### config.mk
export PLATFORM = sky130hd
export DESIGN_NAME = lin_pulse_timer
export DESIGN_NICKNAME = d
export VERILOG_FILES = /design/src/rtl/lpt_pkg.sv /design/src/rtl/lpt_bus_sync.sv /design/src/rtl/lpt_break_timer.sv /design/src/rtl/lpt_sync_hunt.sv /design/src/rtl/lpt_regs.sv /design/src/rtl/lin_pulse_timer.sv
export SDC_FILE = /design/constraint.sdc
export NUM_CORES = 1
export LEC_CHECK = 0
export CORE_MARGIN = 2
export CORE_UTILIZATION = 32
export CTS_CLUSTER_DIAMETER = 50
export DETAILED_ROUTE_END_ITERATION = 8
export PLACE_DENSITY_LB_ADDON = 0.2
export SLEW_MARGIN = 40
export SYNTH_ARGS = -nofsm -noshare
export SYNTH_HDL_FRONTEND = slang
export SYNTH_HIERARCHICAL = 1
export SYNTH_SLANG_ARGS = --single-unit
### constraint.sdc
create_clock -name clk -period 4.4 [get_ports clk]
set_input_delay 0.66 -clock clk [delete_from_list [all_inputs] [get_ports clk]]
set_output_delay 0.66 -clock clk [all_outputs]
set_load 0.02 [all_outputs]
### src/rtl/lpt_pkg.sv
package lpt_pkg;

    localparam int REG_W  = 16;
    localparam int ADDR_W = 2;

    typedef enum logic [ADDR_W-1:0] {
        A_CTRL  = 2'd0,
        A_STAT  = 2'd1,
        A_TIMER = 2'd2,
        A_BRK   = 2'd3
    } reg_addr_e;

    // control register, bit 0 at the bottom
    typedef struct packed {
        logic gate_en;    // 4
        logic test_mode;  // 3
        logic dis_err;    // 2
        logic dis_cmp;    // 1
        logic dis_edge;   // 0
    } ctrl_t;

    localparam int CTRL_W = $bits(ctrl_t);

    localparam int FL_EDGE = 0;
    localparam int FL_CMP  = 1;
    localparam int FL_ERR  = 2;
    localparam int ST_SYNC = 3;
    localparam int FLAG_N  = 3;

    // timer events, packed in flag bit order
    typedef struct packed {
        logic overflow;
        logic match;
        logic rise;
    } tmr_evt_t;

    typedef enum logic [1:0] {
        H_IDLE  = 2'd0,
        H_BREAK = 2'd1,
        H_LOCK  = 2'd2
    } hunt_e;

    // a pulse width is close to the reference if within a quarter of it
    function automatic logic width_close(input logic [REG_W-1:0] w,
                                         input logic [REG_W-1:0] ref_w);
        logic [REG_W-1:0] diff;
        diff = (w >= ref_w) ? (w - ref_w) : (ref_w - w);
        return diff <= (ref_w >> 2);
    endfunction

endpackage

### src/rtl/lpt_bus_sync.sv
module lpt_bus_sync #(
    parameter int STAGES = 2
) (
    input  logic clk,
    input  logic rst,
    input  logic din,
    output logic dout
);
    generate
        if (STAGES <= 1) begin : g_one
            logic q;
            always_ff @(posedge clk) begin
                if (rst) q <= 1'b1;
                else     q <= din;
            end
            assign dout = q;
        end else begin : g_chain
            logic [STAGES-1:0] chain;
            always_ff @(posedge clk) begin
                if (rst) chain <= '1;
                else     chain <= {chain[STAGES-2:0], din};
            end
            assign dout = chain[STAGES-1];
        end
    endgenerate
endmodule

### src/rtl/lpt_break_timer.sv
module lpt_break_timer
    import lpt_pkg::*;
#(
    parameter int TIMER_W  = 16,
    parameter int PRESCALE = 4
) (
    input  logic                clk,
    input  logic                rst,
    input  logic                line,      // synchronized bus level
    input  logic [REG_W-1:0]    cmp_val,
    output logic [TIMER_W-1:0]  timer_val,
    output tmr_evt_t            evt
);
    localparam int PRE_W = (PRESCALE > 1) ? $clog2(PRESCALE) : 1;
    localparam logic [PRE_W-1:0]   PRE_LAST = PRE_W'(PRESCALE - 1);
    localparam logic [TIMER_W-1:0] T_MAX    = '1;

    logic               line_q;
    logic               running_q;
    logic [PRE_W-1:0]   pre_q;
    logic [TIMER_W-1:0] timer_q;
    tmr_evt_t           evt_q;

    logic fall, rise, tick;
    logic [REG_W-1:0] next_wide;

    assign fall = line_q & ~line;
    assign rise = ~line_q & line;
    assign tick = running_q && (pre_q == PRE_LAST);
    assign next_wide = REG_W'(timer_q) + REG_W'(1);

    always_ff @(posedge clk) begin
        if (rst) begin
            line_q    <= 1'b1;
            running_q <= 1'b0;
            pre_q     <= '0;
            timer_q   <= '0;
            evt_q     <= '0;
        end else begin
            line_q <= line;
            evt_q  <= '0;
            if (fall) begin
                running_q <= 1'b1;
                timer_q   <= '0;
                pre_q     <= '0;
            end else if (running_q) begin
                if (tick) begin
                    pre_q <= '0;
                    if (timer_q == T_MAX) begin
                        evt_q.overflow <= 1'b1;
                    end else begin
                        timer_q <= timer_q + 1'b1;
                        if (cmp_val != '0 && next_wide == cmp_val)
                            evt_q.match <= 1'b1;
                    end
                end else begin
                    pre_q <= pre_q + 1'b1;
                end
                if (rise) begin
                    running_q <= 1'b0;
                    evt_q.rise <= 1'b1;
                end
            end
        end
    end

    assign timer_val = timer_q;
    assign evt       = evt_q;

    // an idle timer keeps the measured width
    p_hold_r2: assert property (@(posedge clk) disable iff (rst)
        (!running_q && !fall) |=> $stable(timer_q));

    // no wrap once at the top
    p_no_wrap_r5: assert property (@(posedge clk) disable iff (rst)
        (timer_q == T_MAX && !fall) |=> (timer_q == T_MAX));

    // a match is a single-cycle event
    p_match_single_r4: assert property (@(posedge clk) disable iff (rst)
        evt_q.match |=> !evt_q.match);

endmodule

### src/rtl/lpt_sync_hunt.sv
module lpt_sync_hunt
    import lpt_pkg::*;
#(
    parameter int SYNC_PULSES = 5
) (
    input  logic             clk,
    input  logic             rst,
    input  logic             restart,
    input  logic             pulse_end,
    input  logic [REG_W-1:0] width,
    input  logic [REG_W-1:0] brk_thr,
    output logic             locked
);
    localparam int CNT_W = $clog2(SYNC_PULSES + 1);
    localparam logic [CNT_W-1:0] CNT_LAST = CNT_W'(SYNC_PULSES - 1);

    hunt_e            state_q;
    logic [CNT_W-1:0] cnt_q;
    logic [REG_W-1:0] ref_q;

    always_ff @(posedge clk) begin
        if (rst || restart) begin
            state_q <= H_IDLE;
            cnt_q   <= '0;
            ref_q   <= '0;
        end else if (pulse_end) begin
            if (width >= brk_thr) begin
                state_q <= H_BREAK;
                cnt_q   <= '0;
            end else if (state_q == H_BREAK) begin
                if (cnt_q == '0) begin
                    ref_q <= width;
                    cnt_q <= CNT_W'(1);
                    if (SYNC_PULSES == 1) state_q <= H_LOCK;
                end else if (width_close(width, ref_q)) begin
                    if (cnt_q == CNT_LAST) state_q <= H_LOCK;
                    else                   cnt_q   <= cnt_q + 1'b1;
                end else begin
                    state_q <= H_IDLE;
                    cnt_q   <= '0;
                end
            end
        end
    end

    assign locked = (state_q == H_LOCK);

    // lock is only entered from the break-seen state
    p_lock_path_r8: assert property (@(posedge clk) disable iff (rst)
        (state_q == H_IDLE) |=> (state_q != H_LOCK));

    // a break always leaves lock
    p_break_unlocks_r9: assert property (@(posedge clk) disable iff (rst)
        (pulse_end && width >= brk_thr && !restart) |=> (state_q == H_BREAK));

endmodule

### src/rtl/lpt_regs.sv
module lpt_regs
    import lpt_pkg::*;
#(
    parameter logic [REG_W-1:0] BRK_RST = 16'd52
) (
    input  logic              clk,
    input  logic              rst,
    input  logic              wr,
    input  logic [ADDR_W-1:0] addr,
    input  logic [REG_W-1:0]  wdata,
    input  tmr_evt_t          evt,
    input  logic [REG_W-1:0]  timer_wide,
    input  logic              locked,
    output logic [REG_W-1:0]  rdata,
    output ctrl_t             ctrl,
    output logic [REG_W-1:0]  cmp_val,
    output logic [REG_W-1:0]  brk_thr,
    output logic              restart,
    output logic              irq
);
    reg_addr_e         a;
    ctrl_t             ctrl_q;
    logic [REG_W-1:0]  cmp_q;
    logic [REG_W-1:0]  brk_q;
    logic [FLAG_N-1:0] flags_q;
    logic [FLAG_N-1:0] set_v, clr_v, dis_v;

    assign a = reg_addr_e'(addr);

    assign set_v[FL_EDGE] = evt.rise & ~ctrl_q.dis_edge;
    assign set_v[FL_CMP]  = evt.match;
    assign set_v[FL_ERR]  = evt.overflow;

    assign clr_v = (wr && a == A_STAT) ? wdata[FLAG_N-1:0] : '0;
    assign dis_v = {ctrl_q.dis_err, ctrl_q.dis_cmp, ctrl_q.dis_edge};

    always_ff @(posedge clk) begin
        if (rst) begin
            ctrl_q  <= '0;
            cmp_q   <= '0;
            brk_q   <= BRK_RST;
            flags_q <= '0;
        end else begin
            flags_q <= (flags_q & ~clr_v) | set_v;
            if (wr) begin
                case (a)
                    A_CTRL:  ctrl_q <= ctrl_t'(wdata[CTRL_W-1:0]);
                    A_TIMER: cmp_q  <= wdata;
                    A_BRK:   brk_q  <= wdata;
                    default: ;
                endcase
            end
        end
    end

    always_comb begin
        case (a)
            A_CTRL:  rdata = REG_W'(ctrl_q);
            A_STAT:  rdata = REG_W'({locked, flags_q});
            A_TIMER: rdata = timer_wide;
            default: rdata = brk_q;
        endcase
    end

    assign restart = wr && (a == A_CTRL) && wdata[CTRL_W-1] && !ctrl_q.gate_en;
    assign irq     = |(flags_q & ~dis_v);
    assign ctrl    = ctrl_q;
    assign cmp_val = cmp_q;
    assign brk_thr = brk_q;

    // a disabled edge flag cannot appear
    p_edge_dis_r3: assert property (@(posedge clk) disable iff (rst)
        (ctrl_q.dis_edge && !flags_q[FL_EDGE]) |=> !flags_q[FL_EDGE]);

    // write-one-to-clear when no overflow arrives together
    p_w1c_r7: assert property (@(posedge clk) disable iff (rst)
        (wr && a == A_STAT && wdata[FL_ERR] && !evt.overflow) |=> !flags_q[FL_ERR]);

    // a set event is never lost
    p_set_wins_r7: assert property (@(posedge clk) disable iff (rst)
        evt.match |=> flags_q[FL_CMP]);

endmodule

### src/rtl/lin_pulse_timer.sv
module lin_pulse_timer
    import lpt_pkg::*;
#(
    parameter int                TIMER_W     = 16,
    parameter int                PRESCALE    = 4,
    parameter int                SYNC_STAGES = 2,
    parameter int                SYNC_PULSES = 5,
    parameter logic [REG_W-1:0]  BRK_RST     = 16'd52
) (
    input  logic              clk,
    input  logic              rst,
    input  logic              reg_wr,
    input  logic [ADDR_W-1:0] reg_addr,
    input  logic [REG_W-1:0]  reg_wdata,
    output logic [REG_W-1:0]  reg_rdata,
    input  logic              bus_rx,
    output logic              bus_tx,
    input  logic              uart_txd,
    output logic              uart_rxd,
    input  logic              test_tx_in,
    output logic              test_rx_out,
    output logic              irq
);
    logic               line_s;
    logic [TIMER_W-1:0] timer_val;
    logic [REG_W-1:0]   timer_wide;
    tmr_evt_t           evt;
    ctrl_t              ctrl;
    logic [REG_W-1:0]   cmp_val, brk_thr;
    logic               restart, locked;

    assign timer_wide = REG_W'(timer_val);

    lpt_bus_sync #(.STAGES(SYNC_STAGES)) u_sync (
        .clk(clk), .rst(rst), .din(bus_rx), .dout(line_s)
    );

    lpt_break_timer #(.TIMER_W(TIMER_W), .PRESCALE(PRESCALE)) u_timer (
        .clk(clk), .rst(rst), .line(line_s), .cmp_val(cmp_val),
        .timer_val(timer_val), .evt(evt)
    );

    lpt_sync_hunt #(.SYNC_PULSES(SYNC_PULSES)) u_hunt (
        .clk(clk), .rst(rst), .restart(restart), .pulse_end(evt.rise),
        .width(timer_wide), .brk_thr(brk_thr), .locked(locked)
    );

    lpt_regs #(.BRK_RST(BRK_RST)) u_regs (
        .clk(clk), .rst(rst), .wr(reg_wr), .addr(reg_addr), .wdata(reg_wdata),
        .evt(evt), .timer_wide(timer_wide), .locked(locked),
        .rdata(reg_rdata), .ctrl(ctrl), .cmp_val(cmp_val), .brk_thr(brk_thr),
        .restart(restart), .irq(irq)
    );

    // transceiver routing and receive gate
    assign bus_tx      = ctrl.test_mode ? test_tx_in : uart_txd;
    assign test_rx_out = ctrl.test_mode ? bus_rx : 1'b1;
    assign uart_rxd    = (ctrl.gate_en && !locked) ? 1'b1 : bus_rx;

    // no interrupt without a pending flag
    p_irq_needs_flag_r6: assert property (@(posedge clk) disable iff (rst)
        irq |-> (reg_addr != A_STAT || reg_rdata[FLAG_N-1:0] != '0));

endmodule

==> results by group <==
Route
  – Vias: 5945
  – Initial drt markers: 320
  – Drt pass-1 iters: 6
  – Final antenna-violating net count: 0
  – Avg WL per Cell: 15.7 um
  – Remaining DRCs: 0
  – Post-Route WL: 18600 um
  – Vias/cell: 5.03

Hold path
  – Worst hold path startpoint: u_sync/g_chain.chain[0]
  – Min-delay worst type: flip-flop to flip-flop
  – WHS Path Cells: 1

Power and ir drop
  – Sw Ratio: 23.4%
  – P_leak: 3.35 nW
  – Pwr/cell area: 211 nW/um^2
  – Net switching power: 0.000413 W
  – Logic pwr share: 7.5%
  – P_int: 0.00135 W
  – Maximum VDD drop: 0.153 mV
  – Reg power frac: 45.5%
  – Clock power share: 47.0%

Placed design
  – Detail Placement HPWL: 14200 um
  – Port Buffers: 43
  – GPL Wtd Cong: 0.835
  – Placed instance area: 7620 um^2
  – Post-placement setup slack: -79.6 ps

Finish
  – Fill cells: 2134
  – Ant diodes: 0
  – Design Area, Final: 8380 um^2
  – Synth-to-layout area growth: 22.4%
  – Area taken by multi-input logic gates: 4740 um^2
  – Util after Layout: 39.9%
  – Layout cells sized above 1: 18.4%
  – Register area: 1730 um^2
  – # nets final: 992

Logic synthesis
  – Top cell type's share of synthesized area: 25.1%
  – Number of flops mapped to enable cells by yosys: 0
  – Syn Inst Count: 820
  – Post-synth top flop: dfxtp_1
  – Syn_area_per_cell: 8.35 um^2
  – Ys async rst share: 0%
  – Yosys cell types: 84
  – Synth warnings: 6
  – Largest cells by area after synthesis: dfxtp_1 25%, ha_1 12%, mux2i_1 6.6%
  – Sequential fraction of the synthesis area: 25.1%
  – FF+latch count, synth: 86
  – Synth Net Count: 911
  – Cell area after synthesis: 6850 um^2
  – Area leader, netlist: dfxtp_1

Setup path
  – Worst-path cell with the longest stage delay: dfxtp_2
  – Crit path launch: u_timer/timer_val[11]
  – Worst R2R Start: u_timer/timer_val[11]
  – Slowest stage delay, CP: 340 ps
  – CP dominant cell by count: buf_4
  – End of the critical path: u_hunt/cnt_q[0]
  – Reg2Reg Depth: 23
  – R2R Setup Slk: 180 ps
  – Crit path capture type: flip-flop
  – Crit path arrival time: 4460 ps
  – Setup Crit Path Kind: flip-flop to flip-flop
  – Critical path, cell by cell: inv_2 > ha_4 > and3_4 > nand4_1 > a211o_1 > a21oi_4 > nor2_4 > buf_12 > buf_4 > buf_4 > or3b_1 > a31oi_1 > xnor2_1 > ha_1 > a21oi_1 > o21ai_0 > nand2b_1 > nand4_1 > a31o_1 > a311oi_4 > buf_6 > buf_4 > a211oi_2
  – Critical Path Source Type: flip-flop
  – Worst Path Required: 4640 ps
  – Reg2reg end: u_hunt/cnt_q[0]
  – Crit-path max FO: 7

Global route
  – Grt total ovfl: 0
  – All-Layer GR Usage: 16.8%
  – First-pass GRT wire length: 30200 um
  – Vias in the first global route: 5838
  – Number of antenna violations at the first check in global routing: 0
  – Largest net degree at the start of global routing: 52

Timing
  – Final Max Tran Viols: 0
  – Count of final setup violators: 0
  – WHS: 408 ps
  – Max transition margin: 42.5%
  – Min Tclk post-route: 4220 ps
  – Period utilization: 95.9%
  – Skew final: 9.13 ps
  – RSZ-0062 raised after global routing: true
  – Final hold vios: 0
  – Aggregate negative setup slack: 0 ps
  – Highest Clock Rate: 237 MHz
  – Worst-Margin Slew: 857 ps
  – Final worst setup slack: 179 ps

Floorplanning
  – Placeable Area: 21000 um^2
  – Die W: 150 um
  – Die Footprint: 22600 um^2
  – Io pins: 44
  – Die Height: 150 um
  – Row count: 53
  – Initial Util: 32.6%

Clock network
  – H-tree depth: 3
  – Clk root buf: clkbuf_16
  – Clk slew on worst S/H paths: 70 ps
  – Total CTS buffers: 9
  – Clock Latency Late Sink: 350 ps
  – Clock sink total: 86
  – CTS tree: built
  – Worst-case clock buffer depth: 2

Run status
  – Status: completed

Flow run
  – Max_cap viols: 0
==> stage by stage <==
step,total power [W],instances
after floorplan,0.000906,820
after global placement,0.000955,1136
after detailed placement,0.000955,1136
after CTS,0.00179,1170
after global routing,0.00183,1181
final,0.00176,1181
==> sequential cells by signal (all words and copies together), names as in the netlist, 3 cells and up <==
name / count
u_regs/flags_q: 3
u_hunt/ref_q: 16
u_timer/evt: 3
u_regs/ctrl: 5
u_regs/cmp_val: 16
u_timer/timer_val: 16
u_hunt/cnt_q: 3
u_regs/brk_thr: 16
==> layer usage <==
layer	global-route usage, %	vias to the layer above	routed length [um]
li1	-	3062	-
met1	23.0	2733	9070
met2	27.2	122	8580
met3	1.82	28	516
met4	6.42	0	424
met5	0	-	0
==> logic make-up after synthesis <==
family | Yosys count | share of synthesized area [%]
flops | 86 | 25.1
simple gates | 291 | 22.8
compound gates | 171 | 16.8
mux | 57 | 9.36
buf+inv | 107 | 8.15
fa+ha+maj | 67 | 12.5
xor+xnor | 41 | 5.24
==> worst max-delay path, delay by kind of cell (launching register included) <==
family | cells | cell delay (ps)
XOR/XNOR | 1 | 170
AND/OR/NAND/NOR | 6 | 880
flip-flops | 1 | 340
adder cells (fa/ha/maj) | 2 | 550
AO/OA/AOI/OAI | 8 | 1400
buffers and inverters | 6 | 750
==> layout by cell type, fill, tap and decap left out, types with 7 or more instances in the layout <==
| master | Yosys | layout |
|---|---|---|
| clkbuf_16 | 0 | 9 |
| mux2i_1 | 45 | 41 |
| nand3_1 | 8 | 8 |
| dfxtp_2 | 0 | 7 |
| dfxtp_1 | 86 | 78 |
| nor2b_1 | 23 | 23 |
| a21oi_1 | 65 | 65 |
| nand2_1 | 84 | 83 |
| o21a_1 | 9 | 9 |
| clkdlybuf4s50_1 | 0 | 42 |
| a211oi_1 | 13 | 11 |
| and3_1 | 8 | 7 |
| buf_4 | 9 | 72 |
| o21ai_1 | 11 | 15 |
| a21o_1 | 11 | 11 |
| xnor2_1 | 20 | 20 |
| o21ai_0 | 14 | 9 |
| nor3_1 | 15 | 13 |
| nand2b_1 | 14 | 14 |
| inv_1 | 60 | 56 |
| nor2_1 | 59 | 58 |
| xor2_1 | 21 | 21 |
| nor4_1 | 10 | 10 |
| nand4_1 | 17 | 17 |
| ha_1 | 65 | 56 |
==> Yosys cell counts (4+ instances only) <==
library cell / n
dfxtp_1: 86
a31oi_1: 5
nor4_1: 10
nor2_1: 59
nor3_2: 4
and4_1: 4
a21o_1: 11
o2111ai_1: 4
inv_1: 60
nand4b_1: 4
buf_6: 13
ha_1: 65
o21a_1: 9
nand4_1: 17
o31ai_1: 6
a211oi_1: 13
a21oi_1: 65
nand3b_1: 4
mux4_2: 4
o21ai_1: 11
buf_4: 9
nor3_1: 15
nor2b_1: 23
nand2_1: 84
nand3_1: 8
and3_1: 8
clkbuf_1: 11
mux2_2: 4
xor2_1: 21
buf_2: 12
nor3b_1: 4
xnor2_1: 20
mux2i_1: 45
nand2b_1: 14
o21ai_0: 14
==> how the worst min path moves through the flow <==
stage | endpoint | slack, ps
global placement | u_sync/g_chain.chain[1] | 390
global route | u_sync/g_chain.chain[1] | 410
floorplan | u_sync/g_chain.chain[1] | 380
finish | u_sync/g_chain.chain[1] | 410
CTS | u_sync/g_chain.chain[1] | 410
detailed placement | u_sync/g_chain.chain[1] | 390
==> area by class of cell <==
cell class | count | area share (%)
Timing Repair Buffer | 117 | 12.0
Multi-Input combinational cell | 627 | 56.6
Tap cell | 275 | 4.11
Sequential cell | 86 | 20.7
Clock inverter | 7 | 1.16
Clock buffer | 9 | 2.69
Inverter | 60 | 2.69
==> power groups by stage <==
stage | Combinational (W) | Clock [W] | Sequential [W]
6_report | 0.000132 | 0.000829 | 0.000804
3_3_place_gp | 0.000134 | 0 | 0.000822
2_1_floorplan | 0.0000874 | 0 | 0.000818
5_1_grt | 0.000145 | 0.000877 | 0.000805
4_1_cts | 0.000134 | 0.000851 | 0.000804
3_5_place_dp | 0.000133 | 0 | 0.000822
==> what timing repair did <==
| action | CTS | global route |
|---|---|---|
| hold buffers | 0 | 0 |
| setup buffers | 18 | 13 |
| pin swaps | 3 | 37 |
| setup endpoints to repair | 5 | 5 |
| resized for setup | 5 | 48 |
No activity file was read; power rests on OpenSTA's default activity.
